<file path="config.mk">
export PLATFORM = sky130hd
export DESIGN_NAME = fmw_encoder
export DESIGN_NICKNAME = d
export VERILOG_FILES = /design/src/rtl/fmw_pkg.sv /design/src/rtl/fmw_byte_feed.sv /design/src/rtl/fmw_cell_timer.sv /design/src/rtl/fmw_cell_coder.sv /design/src/rtl/fmw_encoder.sv
export SDC_FILE = /design/constraint.sdc
export NUM_CORES = 1
export LEC_CHECK = 0
export BUFFER_PORTS_ARGS = -buffer_cell sky130_fd_sc_hd__buf_2
export CAP_MARGIN = 20
export CORE_ASPECT_RATIO = 1.2
export CORE_MARGIN = 8
export CORE_UTILIZATION = 25
export CTS_CLUSTER_DIAMETER = 120
export DETAILED_ROUTE_END_ITERATION = 8
export PLACE_DENSITY = 0.51
export SETUP_SLACK_MARGIN = 0.1
export SLEW_MARGIN = 20
export SYNTH_ARGS = -nofsm -noshare
export SYNTH_HDL_FRONTEND = slang
export SYNTH_SLANG_ARGS = --single-unit
</file>
<file path="constraint.sdc">
create_clock -name clk -period 3.25 [get_ports clk]
set_input_delay 0.325 -clock clk [delete_from_list [all_inputs] [get_ports clk]]
set_output_delay 0.325 -clock clk [all_outputs]
set_load 0.005 [all_outputs]
</file>
<file path="src/rtl/fmw_pkg.sv">
package fmw_pkg;

  typedef enum logic [1:0] {
    PC_NOMINAL = 2'b00,
    PC_EARLY   = 2'b01,
    PC_LATE    = 2'b10
  } precomp_e;

  // Shift request for a written one, from its neighbouring data bits
  function automatic precomp_e precomp_of(input logic prv, input logic cur,
                                          input logic nxt);
    precomp_e r;
    r = PC_NOMINAL;
    if (cur && prv && !nxt) r = PC_EARLY;
    else if (cur && !prv && nxt) r = PC_LATE;
    return r;
  endfunction

endpackage

</file>
<file path="src/rtl/fmw_byte_feed.sv">
module fmw_byte_feed #(
  parameter int BYTE_W = 8
) (
  input  logic              clk,
  input  logic              rst,
  input  logic              gate,
  input  logic [BYTE_W-1:0] in_data,
  input  logic              in_valid,
  output logic              in_ready,
  input  logic              start,
  input  logic              pull,
  output logic              hold_full,
  output logic              first_c,
  output logic              first_n,
  output logic              next_bit,
  output logic              underrun
);
  localparam int LW = (BYTE_W > 2) ? $clog2(BYTE_W) : 1;
  localparam logic [LW-1:0] LAST_IDX = LW'(BYTE_W - 1);
  localparam logic [LW-1:0] START_LEFT = LW'(BYTE_W - 2);

  logic [BYTE_W-1:0] hold_q;
  logic [BYTE_W-1:0] sh_q;
  logic [LW-1:0]     left_q;
  logic              full_q;
  logic              accept_q;
  logic              urun_q;
  logic              take;
  logic              byte_end;
  logic              consume;

  assign in_ready  = accept_q & ~full_q;
  assign take      = in_valid & in_ready;
  assign byte_end  = pull & (left_q == '0);
  assign consume   = start | (byte_end & full_q);
  assign hold_full = full_q;
  assign underrun  = urun_q;
  assign first_c   = hold_q[BYTE_W-1];
  assign first_n   = hold_q[BYTE_W-2];
  assign next_bit  = (left_q == '0) ? (full_q & hold_q[BYTE_W-1])
                                    : sh_q[BYTE_W-1];

  // Holding register and its handshake
  always_ff @(posedge clk) begin
    if (rst) begin
      hold_q   <= '0;
      full_q   <= 1'b0;
      accept_q <= 1'b0;
    end else begin
      accept_q <= gate;
      if (!gate) begin
        full_q <= 1'b0;
      end else if (consume) begin
        full_q <= 1'b0;
      end else if (take) begin
        hold_q <= in_data;
        full_q <= 1'b1;
      end
    end
  end

  // Bit shifter feeding the lookahead window
  always_ff @(posedge clk) begin
    if (rst) begin
      sh_q   <= '0;
      left_q <= '0;
      urun_q <= 1'b0;
    end else if (start) begin
      sh_q   <= hold_q << 2;
      left_q <= START_LEFT;
    end else if (pull) begin
      if (left_q != '0) begin
        sh_q   <= sh_q << 1;
        left_q <= left_q - 1'b1;
      end else if (full_q) begin
        sh_q   <= hold_q << 1;
        left_q <= LAST_IDX;
      end else begin
        sh_q   <= '0;
        left_q <= LAST_IDX;
        urun_q <= 1'b1;
      end
    end
  end

endmodule

</file>
<file path="src/rtl/fmw_cell_timer.sv">
module fmw_cell_timer #(
  parameter int FM_DIV = 2
) (
  input  logic clk,
  input  logic rst,
  input  logic restart,
  input  logic tick,
  input  logic mfm,
  output logic step
);
  localparam int CW = (FM_DIV > 1) ? $clog2(FM_DIV) : 1;
  localparam logic [CW-1:0] WRAP = CW'(FM_DIV - 1);

  logic [CW-1:0] cnt_q;

  assign step = tick & (mfm | (cnt_q == '0));

  always_ff @(posedge clk) begin
    if (rst || restart) begin
      cnt_q <= '0;
    end else if (tick && !mfm) begin
      cnt_q <= (cnt_q == WRAP) ? '0 : cnt_q + 1'b1;
    end
  end

endmodule

</file>
<file path="src/rtl/fmw_cell_coder.sv">
module fmw_cell_coder
  import fmw_pkg::*;
#(
  parameter bit PRECOMP_EN = 1'b1
) (
  input  logic clk,
  input  logic rst,
  input  logic wr_go,
  input  logic mode_in,
  input  logic can_start,
  input  logic first_c,
  input  logic first_n,
  input  logic next_bit,
  input  logic step,
  output logic start,
  output logic pull,
  output logic mode_run,
  output logic wdata,
  output logic wen,
  output logic pre_early,
  output logic pre_late,
  output logic mfm_ind
);
  logic     run_q, half_q, mode_q;
  logic     p_q, c_q, n_q;
  logic     clk_bit;
  precomp_e pc;

  assign start    = ~run_q & wr_go & can_start;
  assign pull     = run_q & step & half_q;
  assign mode_run = mode_q;
  assign clk_bit  = mode_q ? (~p_q & ~c_q) : 1'b1;

  generate
    if (PRECOMP_EN) begin : g_pc
      assign pc = mode_q ? precomp_of(p_q, c_q, n_q) : PC_NOMINAL;
    end else begin : g_nopc
      assign pc = PC_NOMINAL;
    end
  endgenerate

  always_ff @(posedge clk) begin
    if (rst) begin
      run_q     <= 1'b0;
      half_q    <= 1'b0;
      mode_q    <= 1'b0;
      p_q       <= 1'b0;
      c_q       <= 1'b0;
      n_q       <= 1'b0;
      wdata     <= 1'b0;
      wen       <= 1'b0;
      pre_early <= 1'b0;
      pre_late  <= 1'b0;
      mfm_ind   <= 1'b0;
    end else begin
      mfm_ind <= mode_q;
      if (!run_q) mode_q <= mode_in;
      if (start) begin
        run_q  <= 1'b1;
        half_q <= 1'b0;
        p_q    <= 1'b0;
        c_q    <= first_c;
        n_q    <= first_n;
      end else if (run_q && step) begin
        if (!half_q) begin
          pre_early <= 1'b0;
          pre_late  <= 1'b0;
          if (!wr_go) begin
            run_q <= 1'b0;
            wen   <= 1'b0;
            wdata <= 1'b0;
          end else begin
            wdata  <= clk_bit;
            wen    <= 1'b1;
            half_q <= 1'b1;
          end
        end else begin
          wdata     <= c_q;
          pre_early <= (pc == PC_EARLY);
          pre_late  <= (pc == PC_LATE);
          half_q    <= 1'b0;
          p_q       <= c_q;
          c_q       <= n_q;
          n_q       <= next_bit;
        end
      end
    end
  end

endmodule

</file>
<file path="src/rtl/fmw_encoder.sv">
module fmw_encoder #(
  parameter int BYTE_W     = 8,
  parameter int FM_DIV     = 2,
  parameter bit PRECOMP_EN = 1'b1
) (
  input  logic              clk,
  input  logic              rst,
  input  logic              wr_go,
  input  logic              mode_mfm,
  input  logic              cell_tick,
  input  logic [BYTE_W-1:0] byte_data,
  input  logic              byte_valid,
  output logic              byte_ready,
  output logic              wdata,
  output logic              wen,
  output logic              mfm_ind,
  output logic              pre_early,
  output logic              pre_late,
  output logic              underrun
);
  logic start, pull, hold_full, first_c, first_n, next_bit;
  logic step, mode_run;

  fmw_byte_feed #(.BYTE_W(BYTE_W)) u_feed (
    .clk(clk), .rst(rst), .gate(wr_go),
    .in_data(byte_data), .in_valid(byte_valid), .in_ready(byte_ready),
    .start(start), .pull(pull), .hold_full(hold_full),
    .first_c(first_c), .first_n(first_n), .next_bit(next_bit),
    .underrun(underrun)
  );

  fmw_cell_timer #(.FM_DIV(FM_DIV)) u_timer (
    .clk(clk), .rst(rst), .restart(start), .tick(cell_tick),
    .mfm(mode_run), .step(step)
  );

  fmw_cell_coder #(.PRECOMP_EN(PRECOMP_EN)) u_coder (
    .clk(clk), .rst(rst), .wr_go(wr_go), .mode_in(mode_mfm),
    .can_start(hold_full), .first_c(first_c), .first_n(first_n),
    .next_bit(next_bit), .step(step), .start(start), .pull(pull),
    .mode_run(mode_run), .wdata(wdata), .wen(wen),
    .pre_early(pre_early), .pre_late(pre_late), .mfm_ind(mfm_ind)
  );

endmodule

</file>
After elaboration in Yosys (flattened, before gate mapping)
Index checks and enable logic that the tools add are counted.

Bits of input ports: 14. Register bits after elaboration: 34. Word-level logic and storage cells: 102.

Reduce and logical (&&, ||, !) cells: 24. Equality and inequality tests: 4. Mux-type cells: 29. Bitwise operators: 23. Add/subtract/negate cells: 2.

Operators with widths (number): $mux W8 (4); $mux W1 (19); $and A1 B1 Y1 (11); $not A1 Y1 (10); $mux W3 (3); $reduce_and A3 Y1 (3); $logic_and A1 B1 Y1 (6); $mux W2 (3); $reduce_and A2 Y1 (3); $reduce_bool A2 Y1 (3); $reduce_and A4 Y1 (1); $logic_not A1 Y1 (3); $logic_not A3 Y1 (1); $reduce_bool A3 Y1 (1); $reduce_or A3 Y1 (1); $sub A3 B1 Y3 const B (1); $eq A2 B1 Y1 const B (1); $eq A2 B2 Y1 const B (1); $ne A2 B1 Y1 const B (1); $ne A2 B2 Y1 const B (1); $or A1 B1 Y1 (2); $reduce_or A2 Y1 (1); $add A1 B1 Y1 const B (1); $logic_or A1 B1 Y1 (1).

Logic depth before layout (Yosys ltp)
Depth after elaboration: 10. Mapped depth: 7. Mapped depth without buffers: 6.

Cells and area by module
A second synthesis with hierarchy kept.

Cells, all modules: 175. Area, all modules: 1525.2 sq um.

By module, submodules not included: fmw_byte_feed (cells each 118, instances 1, area an instance 983.4 sq um, sequential area each 420.4 sq um); fmw_cell_coder (cells each 51, instances 1, area an instance 478.0 sq um, sequential area each 220.2 sq um); fmw_cell_timer (cells each 6, instances 1, area an instance 63.8 sq um, sequential area each 20.0 sq um).

Least setup slack after synthesis
No wires, ideal clock.

Path kind: register -> register. Start point: register u_feed.left_q[0]. End point: register u_feed.sh_q[3]. Buffers on the path: 1. Setup time: 74 ps. Arrival: 1246 ps. Path slack: 1929 ps. Data required time: 3176 ps. Cell stages (with the launch flop): 8. Period minus slack after synthesis: 1321 ps. Cells stage by stage: dfxtp_1 > inv_1 > ha_1 > nor2b_1 > clkbuf_2 > nand3_1 > a21o_1 > a31oi_1.

Word-level cells in the longest chain between the ends: 4.

RTL lines: start, declared (RTL line fmw_byte_feed.sv:24) `logic [LW-1:0] left_q;`; start signal, assigned (RTL line fmw_byte_feed.sv:74) `left_q <= left_q - 1'b1;`; $reduce_bool A3 Y1 (RTL line fmw_byte_feed.sv:72) `if (left_q != '0) begin`; $mux W8 (RTL line fmw_byte_feed.sv:72); $mux W8 (RTL line fmw_byte_feed.sv:71) `end else if (pull) begin`; $mux W8 (RTL line fmw_byte_feed.sv:68) `end else if (start) begin`; end signal, assigned (RTL line fmw_byte_feed.sv:69) `sh_q <= hold_q << 2;`; end signal, assigned (RTL line fmw_byte_feed.sv:73) `sh_q <= sh_q << 1;`; end signal, assigned (RTL line fmw_byte_feed.sv:76) `sh_q <= hold_q << 1;`; end, declared (RTL line fmw_byte_feed.sv:23) `logic [BYTE_W-1:0] sh_q;`.

No other way between the ends. The select of a mux whose other input is x is not followed. A chain may end at the register's enable or synchronous reset.

Final worst setup path
Start point: register u_coder.mode_q (netlist: u_coder.mode_run). End point: register u_feed.left_q[2].

Word-level cells in the longest chain between the ends: 5.

RTL lines: start, declared (RTL line fmw_cell_coder.sv:24) `logic run_q, half_q, mode_q;`; start signal, assigned (RTL line fmw_cell_coder.sv:57) `if (!run_q) mode_q <= mode_in;`; $or A1 B1 Y1 (RTL line fmw_cell_timer.sv:16) `assign step = tick & (mfm | (cnt_q == '0));`; $and A1 B1 Y1 (RTL line fmw_cell_timer.sv:16); $and A1 B1 Y1 (2 in series) (RTL line fmw_cell_coder.sv:30) `assign pull = run_q & step & half_q;`; $reduce_bool A2 Y1 (no source line).

No other way between the ends.

==> metrics.yaml <==
clk_pin_slew_worst_paths_ns: 0.06
die_h_um: 99.8
dr.pass1.iters: 4
post_cts_resized: 0
seq_area_frac_synth_pct: 45.2
max_freq_mhz: 518
p_leak_nw: 0.547
die_area_um2: 8560
largest_reg_flops: 8
start_util_pct: 25.8
die_w_um: 85.8
max_flop_register: "u_feed.hold_q"
path_max_fanout: 20
ant_nets: 0
slew_headroom_pct: 46.7
avgSynthCellArea_um2: 8.13
hold_viol: 0
cts_buffers: 5
fp-row-count: 30
holdWs_ns: 0.281
p_total_mw: 0.764
ys.flop_type: "dfxtp_1"
htree_levels: 2
clk_path_buf_depth: 2
worst_slack_ns: 1.32
rsz0062_at_grt: "false"
ys_ff_latch: 33
port_buffers: 20
gp_congestion: 0.748
irDropWorstVdd_v: 0.000209
endpoint_kind: "flop"
cts.sinks: 33
antenna_found_initial: 0
cts_setup_buffers: 0
p_per_area_nw_per_um2: 452
grt_pass1_vias: 1269
insertion_delay_ns: 0.28
final_util_pct: 29.9
min_path_type: "in2reg"
cp.arrival_ns: 2.07
cp_data_required_time_ns: 3.39
maxCapViolCount: 0
place_ws_ns: 1.32
synth-edff-count: 0
synth.distinct_cells: 38
finalWorstPathRequiredPeriod_ns: 1.93
overflow: 0
top_regs: "u_feed.hold_q: 8 flops, u_feed.sh_q: 7 flops, u_feed.left_q: 3 flops"
cts_root_buf: "clkbuf_8"
io_pins: 21
fin_skew_ns: 0.00462
hpwl_um: 2360
vias: 1286
grt_use_total_pct: 8.39
report.final.setup_viol: 0
drc_errors: 0
drive_above_1_share_pct: 17.4
viasPerCell: 4.68
antennaDiodeCount: 0
mostFrequentLayoutCell: "nand2_1"
status: "completed"
core_region_area_um2: 5670
yosysWarningCount: 0
cp-start-kind: "flop"
wl_per_cell_um: 12.5
period_share_pct: 59.4
grt_start_max_net_pins: 29
drtIter0Drc: 45
layout_common_cells: "nand2_1, dfxtp_1, buf_2"
nets: 211
cts_tree: "done"
tightest_slew_ns: 0.797
async_flop_share_pct: 0
finalMaxSlewViolations: 0
syn-num-nets: 196
grt_pass1_wl_um: 5850
fin_setup_tns_ns: 0
syn_area_um2: 1460
drt-total-wl_um: 3430
syn2layout_area_growth_pct: 15.7
hold_buffers: 0
critPathKind: "reg2reg"
netlist_instances: 180
-- cells by family after synthesis --
| logic type | count (synthesis) | share of synthesized area [%] |
|---|---|---|
| AOI/OAI and AO/OA | 40 | 16.9 |
| xor gates and xnor gates | 1 | 0.599 |
| muxes | 1 | 0.684 |
| DFF | 33 | 45.2 |
| buffers and inverters | 16 | 4.88 |
| adders and majority gates | 2 | 1.71 |
| and+or+nand+nor | 87 | 30.1 |
-- synth_stat cells, types with 2 or more instances --
library cell / number / share of area (%)
nor3_1: 5 / 1.7
clkbuf_1: 5 / 1.3
ha_1: 2 / 1.7
and3_1: 2 / 0.86
nor2_1: 7 / 1.8
dfxtp_1: 33 / 45
nand3_1: 18 / 6.2
inv_1: 3 / 0.77
o21ai_0: 2 / 0.68
a311oi_1: 2 / 1.2
a21o_1: 7 / 3.6
nand2_1: 35 / 9.0
nand2b_1: 2 / 0.86
nor2b_1: 3 / 1.3
a211oi_1: 2 / 1.0
a31oi_1: 8 / 3.4
nor4_1: 2 / 0.86
buf_2: 5 / 1.7
a21oi_1: 17 / 5.8
nand4_1: 2 / 0.86
-- metal layers --
| metal | share of wire [%] | global-route usage (%) | up-vias |
|---|---|---|---|
| met4 | 1.7 | 5.00 | 0 |
| met2 | 49 | 14.4 | 25 |
| met5 | 0 | 0 | - |
| met1 | 46 | 9.31 | 600 |
| li1 | - | - | 656 |
| met3 | 2.7 | 1.80 | 5 |
-- through the flow --
step	instance area, um^2	std cells
global placement	1610	268
floorplan	1460	180
global route	1690	275
CTS	1690	275
finish	1690	275
detailed placement	1610	268
-- where the power goes --
group / internal, mW / switching (mW) / total, mW
clock: 0.168 / 0.139 / 0.307
sequential: 0.411 / 0.00628 / 0.417
combinational: 0.0165 / 0.0238 / 0.0403
-- path summary, 6_finish.rpt --
path                    start               end  slack, ns  cells past startpoint
max          u_coder.mode_run  u_feed.left_q[2]       1.32                      4
min              byte_data[6]  u_feed.hold_q[6]       0.28                      3
max reg2reg  u_coder.mode_run  u_feed.left_q[2]       1.32                      4
min reg2reg    u_feed.sh_q[1]    u_feed.sh_q[1]       0.46                      2
-- worst max-delay path, cell delays in order, from the launching register on --
cell and delay [ns]:
dfxtp_1 0.39, nand2b_2 0.18, nand4_1 0.64, nor4_1 0.50, nor4_2 0.09
-- layout make-up --
class	count	area, um^2
Fill cell	627	3980
Multi-Input combinational cell	131	731
Sequential cell	33	661
Timing Repair Buffer	20	100
Tap cell	80	100
Clock buffer	7	86.3
Inverter	4	15.0
No activity file was read; power rests on OpenSTA's default activity.
